==> src/rtl/pdn_seq_pkg.sv <==
package pdn_seq_pkg;
  typedef enum logic [2:0] {
    ST_OFF   = 3'd0,
    ST_ALIGN = 3'd1,
    ST_PWAIT = 3'd2,
    ST_GAP   = 3'd3,
    ST_INIT  = 3'd4,
    ST_RUN   = 3'd5
  } seq_state_e;
endpackage

==> src/rtl/seq_edge_det.sv <==
module seq_edge_det (
  input  logic clk_i,
  input  logic rst_ni,
  input  logic lvl_i,
  output logic rise_o,
  output logic fall_o
);
  logic lvl_q;

  always_ff @(posedge clk_i or negedge rst_ni) begin
    if (!rst_ni) lvl_q <= 1'b0;
    else         lvl_q <= lvl_i;
  end

  assign rise_o = lvl_i & ~lvl_q;
  assign fall_o = ~lvl_i & lvl_q;
endmodule

==> src/rtl/seq_counter.sv <==
module seq_counter #(
  parameter int MAX   = 15,
  localparam int W    = $clog2(MAX + 1)
) (
  input  logic         clk_i,
  input  logic         rst_ni,
  input  logic         clr_i,
  input  logic         inc_i,
  output logic [W-1:0] cnt_o
);
  localparam logic [W-1:0] CNT_TOP = W'(MAX);

  always_ff @(posedge clk_i or negedge rst_ni) begin
    if (!rst_ni)                        cnt_o <= '0;
    else if (clr_i)                     cnt_o <= '0;
    else if (inc_i && cnt_o != CNT_TOP) cnt_o <= cnt_o + 1'b1;
  end
endmodule

==> src/rtl/seq_fsm.sv <==
module seq_fsm
  import pdn_seq_pkg::*;
#(
  parameter int MCLK_WAIT   = 147456,
  parameter int GAP_FRAMES  = 3,
  parameter int INIT_MASTER = 4129,
  parameter int INIT_SLAVE  = 4132,
  localparam int FMAX = (INIT_MASTER > INIT_SLAVE) ? INIT_MASTER : INIT_SLAVE,
  localparam int MCW  = $clog2(MCLK_WAIT + 1),
  localparam int GCW  = $clog2(GAP_FRAMES + 1),
  localparam int FCW  = $clog2(FMAX + 1)
) (
  input  logic           clk_i,
  input  logic           rst_ni,
  input  logic           pdn_ni,
  input  logic           master_i,
  input  logic           i2s_i,
  input  logic           rise_i,
  input  logic           fall_i,
  input  logic [MCW-1:0] mcnt_i,
  input  logic [GCW-1:0] gcnt_i,
  input  logic [FCW-1:0] fcnt_i,
  output logic           m_clr_o,
  output logic           m_inc_o,
  output logic           g_clr_o,
  output logic           g_inc_o,
  output logic           f_clr_o,
  output logic           f_inc_o,
  output logic           pwr_down_o,
  output logic           filt_rst_o,
  output logic           zero_force_o,
  output logic           data_valid_o
);
  localparam logic [MCW-1:0] M_LAST = MCW'(MCLK_WAIT - 1);
  localparam logic [GCW-1:0] G_LAST = GCW'(GAP_FRAMES - 1);
  localparam logic [FCW-1:0] T_MST  = FCW'(INIT_MASTER);
  localparam logic [FCW-1:0] T_SLV  = FCW'(INIT_SLAVE);

  seq_state_e state_q, state_d;
  logic       master_q, i2s_q;
  logic       act;
  logic [FCW-1:0] target;

  assign act    = i2s_q ? fall_i : rise_i;
  assign target = master_q ? T_MST : T_SLV;

  always_comb begin
    state_d = state_q;
    if (!pdn_ni) begin
      state_d = ST_OFF;
    end else begin
      unique case (state_q)
        ST_OFF:   state_d = master_i ? ST_PWAIT : ST_ALIGN;
        ST_ALIGN: if (act) state_d = ST_PWAIT;
        ST_PWAIT: if (mcnt_i == M_LAST) state_d = ST_GAP;
        ST_GAP:   if (act && gcnt_i == G_LAST) state_d = ST_INIT;
        ST_INIT:  if (fcnt_i >= target) state_d = ST_RUN;
        ST_RUN:   state_d = ST_RUN;
        default:  state_d = ST_OFF;
      endcase
    end
  end

  always_ff @(posedge clk_i or negedge rst_ni) begin
    if (!rst_ni) begin
      state_q  <= ST_OFF;
      master_q <= 1'b0;
      i2s_q    <= 1'b0;
    end else begin
      state_q <= state_d;
      if (state_q == ST_OFF && pdn_ni) begin
        master_q <= master_i;
        i2s_q    <= i2s_i;
      end
    end
  end

  // counter control
  assign m_clr_o = !pdn_ni || state_q != ST_PWAIT;
  assign m_inc_o = pdn_ni && state_q == ST_PWAIT;
  assign g_clr_o = !pdn_ni || state_q != ST_GAP;
  assign g_inc_o = act && state_q == ST_GAP;
  assign f_clr_o = !pdn_ni || state_q == ST_OFF || state_q == ST_ALIGN;
  assign f_inc_o = act && (state_q == ST_PWAIT || state_q == ST_GAP || state_q == ST_INIT);

  assign pwr_down_o   = state_q == ST_OFF || state_q == ST_ALIGN || state_q == ST_PWAIT;
  assign filt_rst_o   = pwr_down_o || state_q == ST_GAP;
  assign zero_force_o = state_q != ST_RUN;
  assign data_valid_o = state_q == ST_RUN;

  AST_PIN_LOW_SAFE: assert property (@(posedge clk_i) disable iff (!rst_ni)
    !pdn_ni |=> (pwr_down_o && filt_rst_o && zero_force_o && !data_valid_o));
  AST_CNT_HELD: assert property (@(posedge clk_i) disable iff (!rst_ni)
    !pdn_ni |=> (mcnt_i == '0 && gcnt_i == '0 && fcnt_i == '0));
  AST_PWR_RELEASE: assert property (@(posedge clk_i) disable iff (!rst_ni)
    (pdn_ni && $fell(pwr_down_o)) |-> $past(mcnt_i) == M_LAST);
  AST_FILT_GAP: assert property (@(posedge clk_i) disable iff (!rst_ni)
    (pdn_ni && $fell(filt_rst_o)) |-> $past(gcnt_i) == G_LAST);
  AST_VALID_COUNT: assert property (@(posedge clk_i) disable iff (!rst_ni)
    $rose(data_valid_o) |-> $past(fcnt_i) >= $past(target));
endmodule

==> src/rtl/pdn_init_seq.sv <==
module pdn_init_seq #(
  parameter int MCLK_WAIT   = 147456,
  parameter int GAP_FRAMES  = 3,
  parameter int INIT_MASTER = 4129,
  parameter int INIT_SLAVE  = 4132
) (
  input  logic clk_i,
  input  logic rst_ni,
  input  logic pdn_ni,
  input  logic frame_clk_i,
  input  logic master_i,
  input  logic i2s_i,
  output logic pwr_down_o,
  output logic filt_rst_o,
  output logic zero_force_o,
  output logic data_valid_o
);
  localparam int FMAX = (INIT_MASTER > INIT_SLAVE) ? INIT_MASTER : INIT_SLAVE;
  localparam int MCW  = $clog2(MCLK_WAIT + 1);
  localparam int GCW  = $clog2(GAP_FRAMES + 1);
  localparam int FCW  = $clog2(FMAX + 1);

  logic           rise, fall;
  logic           m_clr, m_inc, g_clr, g_inc, f_clr, f_inc;
  logic [MCW-1:0] mcnt;
  logic [GCW-1:0] gcnt;
  logic [FCW-1:0] fcnt;

  seq_edge_det u_edge (
    .clk_i  (clk_i),
    .rst_ni (rst_ni),
    .lvl_i  (frame_clk_i),
    .rise_o (rise),
    .fall_o (fall)
  );

  seq_counter #(.MAX(MCLK_WAIT)) u_mclk_cnt (
    .clk_i (clk_i), .rst_ni (rst_ni), .clr_i (m_clr), .inc_i (m_inc), .cnt_o (mcnt)
  );

  seq_counter #(.MAX(GAP_FRAMES)) u_gap_cnt (
    .clk_i (clk_i), .rst_ni (rst_ni), .clr_i (g_clr), .inc_i (g_inc), .cnt_o (gcnt)
  );

  seq_counter #(.MAX(FMAX)) u_frame_cnt (
    .clk_i (clk_i), .rst_ni (rst_ni), .clr_i (f_clr), .inc_i (f_inc), .cnt_o (fcnt)
  );

  seq_fsm #(
    .MCLK_WAIT   (MCLK_WAIT),
    .GAP_FRAMES  (GAP_FRAMES),
    .INIT_MASTER (INIT_MASTER),
    .INIT_SLAVE  (INIT_SLAVE)
  ) u_fsm (
    .clk_i        (clk_i),
    .rst_ni       (rst_ni),
    .pdn_ni       (pdn_ni),
    .master_i     (master_i),
    .i2s_i        (i2s_i),
    .rise_i       (rise),
    .fall_i       (fall),
    .mcnt_i       (mcnt),
    .gcnt_i       (gcnt),
    .fcnt_i       (fcnt),
    .m_clr_o      (m_clr),
    .m_inc_o      (m_inc),
    .g_clr_o      (g_clr),
    .g_inc_o      (g_inc),
    .f_clr_o      (f_clr),
    .f_inc_o      (f_inc),
    .pwr_down_o   (pwr_down_o),
    .filt_rst_o   (filt_rst_o),
    .zero_force_o (zero_force_o),
    .data_valid_o (data_valid_o)
  );
endmodule

==> config.mk <==
export PLATFORM = sky130hd
export DESIGN_NAME = pdn_init_seq
export DESIGN_NICKNAME = d
export VERILOG_FILES = /design/src/rtl/pdn_seq_pkg.sv /design/src/rtl/seq_edge_det.sv /design/src/rtl/seq_counter.sv /design/src/rtl/seq_fsm.sv /design/src/rtl/pdn_init_seq.sv
export SDC_FILE = /design/constraint.sdc
export NUM_CORES = 1
export LEC_CHECK = 0
export ABC_AREA = 1
export BUFFER_PORTS_ARGS = -buffer_cell sky130_fd_sc_hd__buf_2
export CAP_MARGIN = 20
export CORE_UTILIZATION = 50
export CTS_CLUSTER_DIAMETER = 40
export DETAILED_ROUTE_END_ITERATION = 10
export PLACE_DENSITY = 0.75
export SETUP_SLACK_MARGIN = 0.02
export SLEW_MARGIN = 20
export SYNTH_ARGS = -nofsm -noshare
export SYNTH_HDL_FRONTEND = slang
export SYNTH_HIERARCHICAL = 1
export SYNTH_SLANG_ARGS = --single-unit
==> constraint.sdc <==
create_clock -name clk_i -period 1.6 [get_ports clk_i]
set_input_delay 0.16 -clock clk_i [delete_from_list [all_inputs] [get_ports clk_i]]
set_output_delay 0.16 -clock clk_i [all_outputs]
set_load 0.05 [all_outputs]
**Yosys cells after proc, flatten, opt, wreduce, memory -nomap -nowiden**

Cells that the tools add are included.

- Register bits: 39
- Bits in latches: 0
- Bits in writable memories: 0
- Memory bits (read-only): 0
- Logic and storage cells: 70
- Memories kept: 0

- Add/subtract/negate cells: 3
- $mul: 0
- Div/mod/pow operators: 0
- Order comparisons: 1
- Equal/unequal tests: 17
- Shift operators: 0
- Muxes and demuxes: 15
- Bitwise gates (word level): 4
- Reductions and logical operators: 23

Operators with widths:

| cell | number |
|---|---|
| $mux W18 | 2 |
| $mux W13 | 2 |
| $add A18 B1 Y18 const B | 1 |
| $eq A18 B18 Y1 const B | 1 |
| $mux W3 | 6 |
| $ne A18 B18 Y1 const B | 1 |
| $ne A3 B2 Y1 const B | 6 |
| $pmux W3 S6 | 1 |
| $add A13 B1 Y13 const B | 1 |
| $ge A13 B13 Y1 | 1 |
| $ne A13 B13 Y1 const B | 1 |
| $logic_or A1 B1 Y1 | 9 |
| $logic_and A1 B1 Y1 | 8 |
| $eq A3 B2 Y1 const B | 2 |
| $eq A3 B3 Y1 const B | 2 |
| $mux W2 | 3 |
| $reduce_bool A2 Y1 | 3 |
| $reduce_and A4 Y1 | 1 |
| $eq A3 B1 Y1 const B | 1 |
| $logic_not A3 Y1 | 1 |
| $ne A3 B3 Y1 const B | 1 |
| $add A2 B1 Y2 const B | 1 |
| $and A1 B1 Y1 | 2 |
| $eq A2 B2 Y1 const B | 1 |
| 4 further kinds | 5 |

**Longest topological paths before layout**

- Depth after elaboration: 7
- Depth in mapped cells: 12

**By module**

The synthesis kept the hierarchy.

Modules (own cells, without submodules):

| module | instances | cells each | area an instance (um^2) | seq. area each (um^2) |
|---|---|---|---|---|
| seq_counter (u_mclk_cnt) | 1 | 180 | 1206.2 | 450.4 |
| seq_counter (u_frame_cnt) | 1 | 138 | 929.6 | 325.3 |
| seq_fsm | 1 | 85 | 539.3 | 125.1 |
| seq_counter (u_gap_cnt) | 1 | 13 | 106.4 | 50.0 |
| seq_edge_det | 1 | 5 | 40.0 | 25.0 |

**Worst setup path before layout**

OpenSTA, ideal clock, no wires.

- Path kind: flip-flop to flip-flop
- From: register u_fsm.state_q[1]
- To: register u_mclk_cnt.cnt_o[2]
- Library setup time: 0.083 ns
- Arrival time: 1.632 ns
- Slack: -0.115 ns
- Stages on the path, launching flop included: 11
- Buffers on the path: 2
- Cells stage by stage: dfrtp_1 -> inv_2 -> nor2_4 -> nand2_2 -> nor2_4 -> inv_1 -> clkbuf_1 -> inv_1 -> buf_1 -> nand3_1 -> o21ai_0

- Cells in the longest elaborated chain, start to end: 4

RTL lines:

| item | RTL line | text |
|---|---|---|
| from (decl) | seq_fsm.sv:39 | `seq_state_e state_q, state_d;` |
| from (signal assigned) | seq_fsm.sv:70 | `state_q <= state_d;` |
| $eq A3 B2 Y1 | seq_fsm.sv:80 | `assign m_inc_o = pdn_ni && state_q == ST_PWAIT;` |
| $logic_and A1 B1 Y1 | seq_fsm.sv:80 |  |
| via m_inc | pdn_init_seq.sv:24 | `logic m_clr, m_inc, g_clr, g_inc, f_clr, f_inc;` |
| $logic_and A1 B1 Y1 | seq_counter.sv:16 | `else if (inc_i && cnt_o != CNT_TOP) cnt_o <= cnt_o + 1'b1;` |
| $reduce_bool A2 Y1 (no source line) | - |  |
| to (signal assigned) | seq_counter.sv:16 |  |
| to (decl) | seq_counter.sv:9 | `output logic [W-1:0] cnt_o` |

The timed path passes the listed nets, and every way through them passes these cells.
A chain may end at the register's enable or synchronous reset.

**Final worst setup path**

- From: register u_mclk_cnt.cnt_o[1]
- To: register u_mclk_cnt.cnt_o[11]

- Cells in the longest elaborated chain, start to end: 3

RTL lines:

| item | RTL line |
|---|---|
| $add A18 B1 Y18 or $ne A18 B18 Y1 (tied branches) | seq_counter.sv:16 |
| $mux W18 or $logic_and A1 B1 Y1 (tied branches) | seq_counter.sv:16 |
| $mux W18 or $reduce_bool A2 Y1 (tied branches) | - |

Several ways; a longest one is shown, not always the timed one. The select of a mux whose other input is x is not followed.

==> impl_metrics.csv <==
group,metric,value,unit
worst_hold_path,hold_depth,2,
synthesis,syn_avg_cell_area,6.702,um2
run,maxCapViolCount,0,
floorplan,row_count,26,
critical_path,endpoint_kind,"flop",
critical_path,cp_data_arrival_time,1730,ps
final_layout,drive_above_1_share,22.46,%
synthesis,synth_warnings,6,
floorplan,core-area,5270,um2
place,place.port_buffers,9,
grt,antenna_found_initial,0,
critical_path,crit_top_cell,"nand2_1",
sta,fin_skew,2.383,ps
pwr,power.density,920.3,nW/um2
place,place_hpwl,4676,um
sta,hold_violations,0,
synthesis,ys_top_cells_by_count,"nand2_1, nor2_1, nand3_1, dfrtp_1, inv_1",
grt,grt_pass1_vias,2602,
sta,worstMarginPinSlew,640.3,ps
synthesis,synth-edff-count,0,
final_layout,syn_to_final_growth,21.15,%
route,wl_per_cell,13.07,um
floorplan,ios,10,
synthesis,yosys-top-cells-area,"dfrtp_1, nand2_1, nor2_1, nand3_1, xor2_1",
place,gp_congestion,0.9120,
final_layout,final_area,3418,um2
synthesis,syn_nets,434,
critical_path,crit_buf_inv,2,
grt,grt_pass1_wl,11390,um
route,drt-total-wl,6966,um
sta,max_freq,646.3,MHz
sta,timing.final.crit_share,96.70,%
cts,cts-root-buf,"clkbuf_8",
place,dpl_cell_area,3064,um2
cts,cts_buffers,5,
synthesis,synthCells,421,
synthesis,yosysTopAreaCell,"dfrtp_1",
floorplan,initial_core_util,53.54,%
critical_path,critPathKind,"reg -> reg",
route,antenna_left,0,
floorplan,die_width,77.12,um
synthesis,yosysMostFrequentCell,"nand2_1",
synthesis,yosysSeqAreaShare,34.59,%
sta,drv_slew,0,
cts,tritoncts,"built",
cts,cts.clk_slew.worst_paths,80,ps
sta,slew_headroom,57.31,%
floorplan,die_h,77.12,um
sta,grt_setup_unrepaired,"yes",
final_layout,fin_nets,475,
synthesis,synth_top_area_share,34.59,%
critical_path,path_delay_family,"simple AND/OR/NAND/NOR gates",
synthesis,synth_flop_cell,"dfrtp_1",
run_status,outcome,"finished clean",
critical_path,critPathLaunchType,"flop",
cts,clk-insertion-delay-late,290,ps
critical_path,cp_num_cells,10,
final_layout,diodes,0,
synthesis,yosysUniqueCellTypes,36,
critical_path,path_cells,"inv_2 > ha_4 > nand3_2 > nor2_1 > nand3_1 > nand2_2 > nand2_4 > buf_6 > nand2_1 > nand2_1",
synthesis,synth_async_sr_flop_share,100.0,%
grt,grt_max_degree,28,
final_layout,fin_util,64.86,%
cts,cts.sinks,39,
cts,htreeDepth,2,
critical_path,cp_slowest_cell,"dfrtp_1",
route,routed_via_density,5.257,
route,drt_iter0_markers,235,
critical_path,cp_max_fo,7,
cts,clock_path_buffers,2,
grt,globalRouteOverflowTotal,0,
worst_hold_path,hp-class,"in -> reg",
critical_path,max_stage_delay,440,ps
route,drc,0,
sta,finalSetupViolCount,0,
critical_path,rr_worst_depth,10,
synthesis,syn_area,2821,um2
synthesis,ys_ff_latch,39,
route,first_pass_iters,5,
grt,grtUsageTotal,23.60,%
pwr,p_leak,1.607,nW
critical_path,crit_required,1780,ps
sta,finalCriticalPeriod,1547,ps
route,vias,2802,
floorplan,dieArea,5947,um2
pwr,ir_drop,565.7,uV
-- metrics by stage --
stage | setup WS (ps) | TNS (ps) | hold WS [ps] | total power, mW | std cells
detailed placement | -59.60 | -403.3 | 217.9 | 2.109 | 513
global route | -44.92 | -157.7 | 103.4 | 3.329 | 533
CTS | 24.96 | 0 | 90.35 | 3.021 | 527
global placement | 56.38 | 0 | 216.3 | 2.090 | 513
finish | 52.72 | 0 | 98.21 | 3.146 | 533
floorplan | 24.62 | 0 | -135.6 | 1.875 | 421
-- kinds of logic after synthesis --
logic type | after synthesis | share of synthesized area [%]
XOR/XNOR | 16 | 4.967
buffers and inverters | 49 | 7.450
multiplexers | 2 | 0.7982
flip-flops | 39 | 34.59
AO/OA/AOI/OAI | 18 | 3.947
AND/OR/NAND/NOR | 290 | 45.14
adder cells (fa/ha/maj) | 7 | 3.104
-- worst register-to-register path: stages (launching register included) --
cell and delay, ps:
dfrtp_1 440, inv_2 110, ha_4 140, nand3_2 70
nor2_1 100, nand3_1 80, nand2_2 110, nand2_4 110
buf_6 160, nand2_1 70, nand2_1 50
-- worst paths after layout --
kind,from,to,slack [ps]
max in group asynchronous,rst_ni,u_frame_cnt/cnt_o[0],590
min reg2reg,u_fsm/i2s_q,u_fsm/i2s_q,540
min in group asynchronous,rst_ni,u_frame_cnt/cnt_o[10],420
max reg2reg,u_mclk_cnt/cnt_o[1],u_mclk_cnt/cnt_o[11],50
min,i2s_i,u_fsm/i2s_q,100
max,u_mclk_cnt/cnt_o[1],u_mclk_cnt/cnt_o[11],50
-- layout make-up --
class,count,area [um2]
clock inverters,2,35.03
multi-input cells,333,1763
inverters,41,163.9
well taps,70,87.58
flip-flops and latches,39,978.4
repair buffers,42,307.8
clock buffers,6,82.58
fillers,448,1852
-- report_power, final --
part           switching, mW  internal (mW)
logic                  0.763          0.414
registers             0.0651           1.05
clock network          0.350          0.505
total                   1.18           1.97
-- what timing repair did --
action                                  CTS  global route
gates cloned                              0             0
hold endpoints to repair                 26             0
pin swaps                                 2            14
endpoints found under the setup margin   11            33
resized for setup                         1            38
hold buffers                              2             0
setup buffers                             4             6
-- registers in the layout (all words and copies together) (netlist names) --
name               count
u_mclk_cnt/cnt_o      18
u_frame_cnt/cnt_o     13
u_fsm/state_q          3
u_gap_cnt/cnt_o        2
u_edge/lvl_q           1
u_fsm/i2s_q            1
u_fsm/master_q         1
-- routing by layer --
metal  vias to the layer above  GRT usage [%]  part of all wire, %
met2                       107          38.67                   49
li1                       1420              -                    -
met5                         -              0                    0
met1                      1260          30.86                   44
met4                         0          8.679                  1.9
met3                        15          4.286                  5.7
-- cell usage in the layout, fill, tap and decap left out, types with 2 or more instances in the layout --
cell,instances
nor3_2,2
nor2_2,5
nand4_1,15
nand3_1,37
ha_1,3
o21ai_1,3
nand2_4,3
ha_4,3
buf_2,8
dfrtp_2,2
a21oi_1,4
nor3_1,4
nor2_1,55
or2_1,2
buf_4,29
buf_6,2
dfrtp_1,37
inv_1,27
dlygate4sd3_1,2
mux2_2,2
o21ai_0,5
nand3_2,7
inv_2,11
a21oi_4,2
nand2_2,8
clkbuf_8,6
xnor2_1,2
xor2_1,14
nand2_1,144
nor2_4,5
Note: power is estimated with default switching activity, not from simulation.
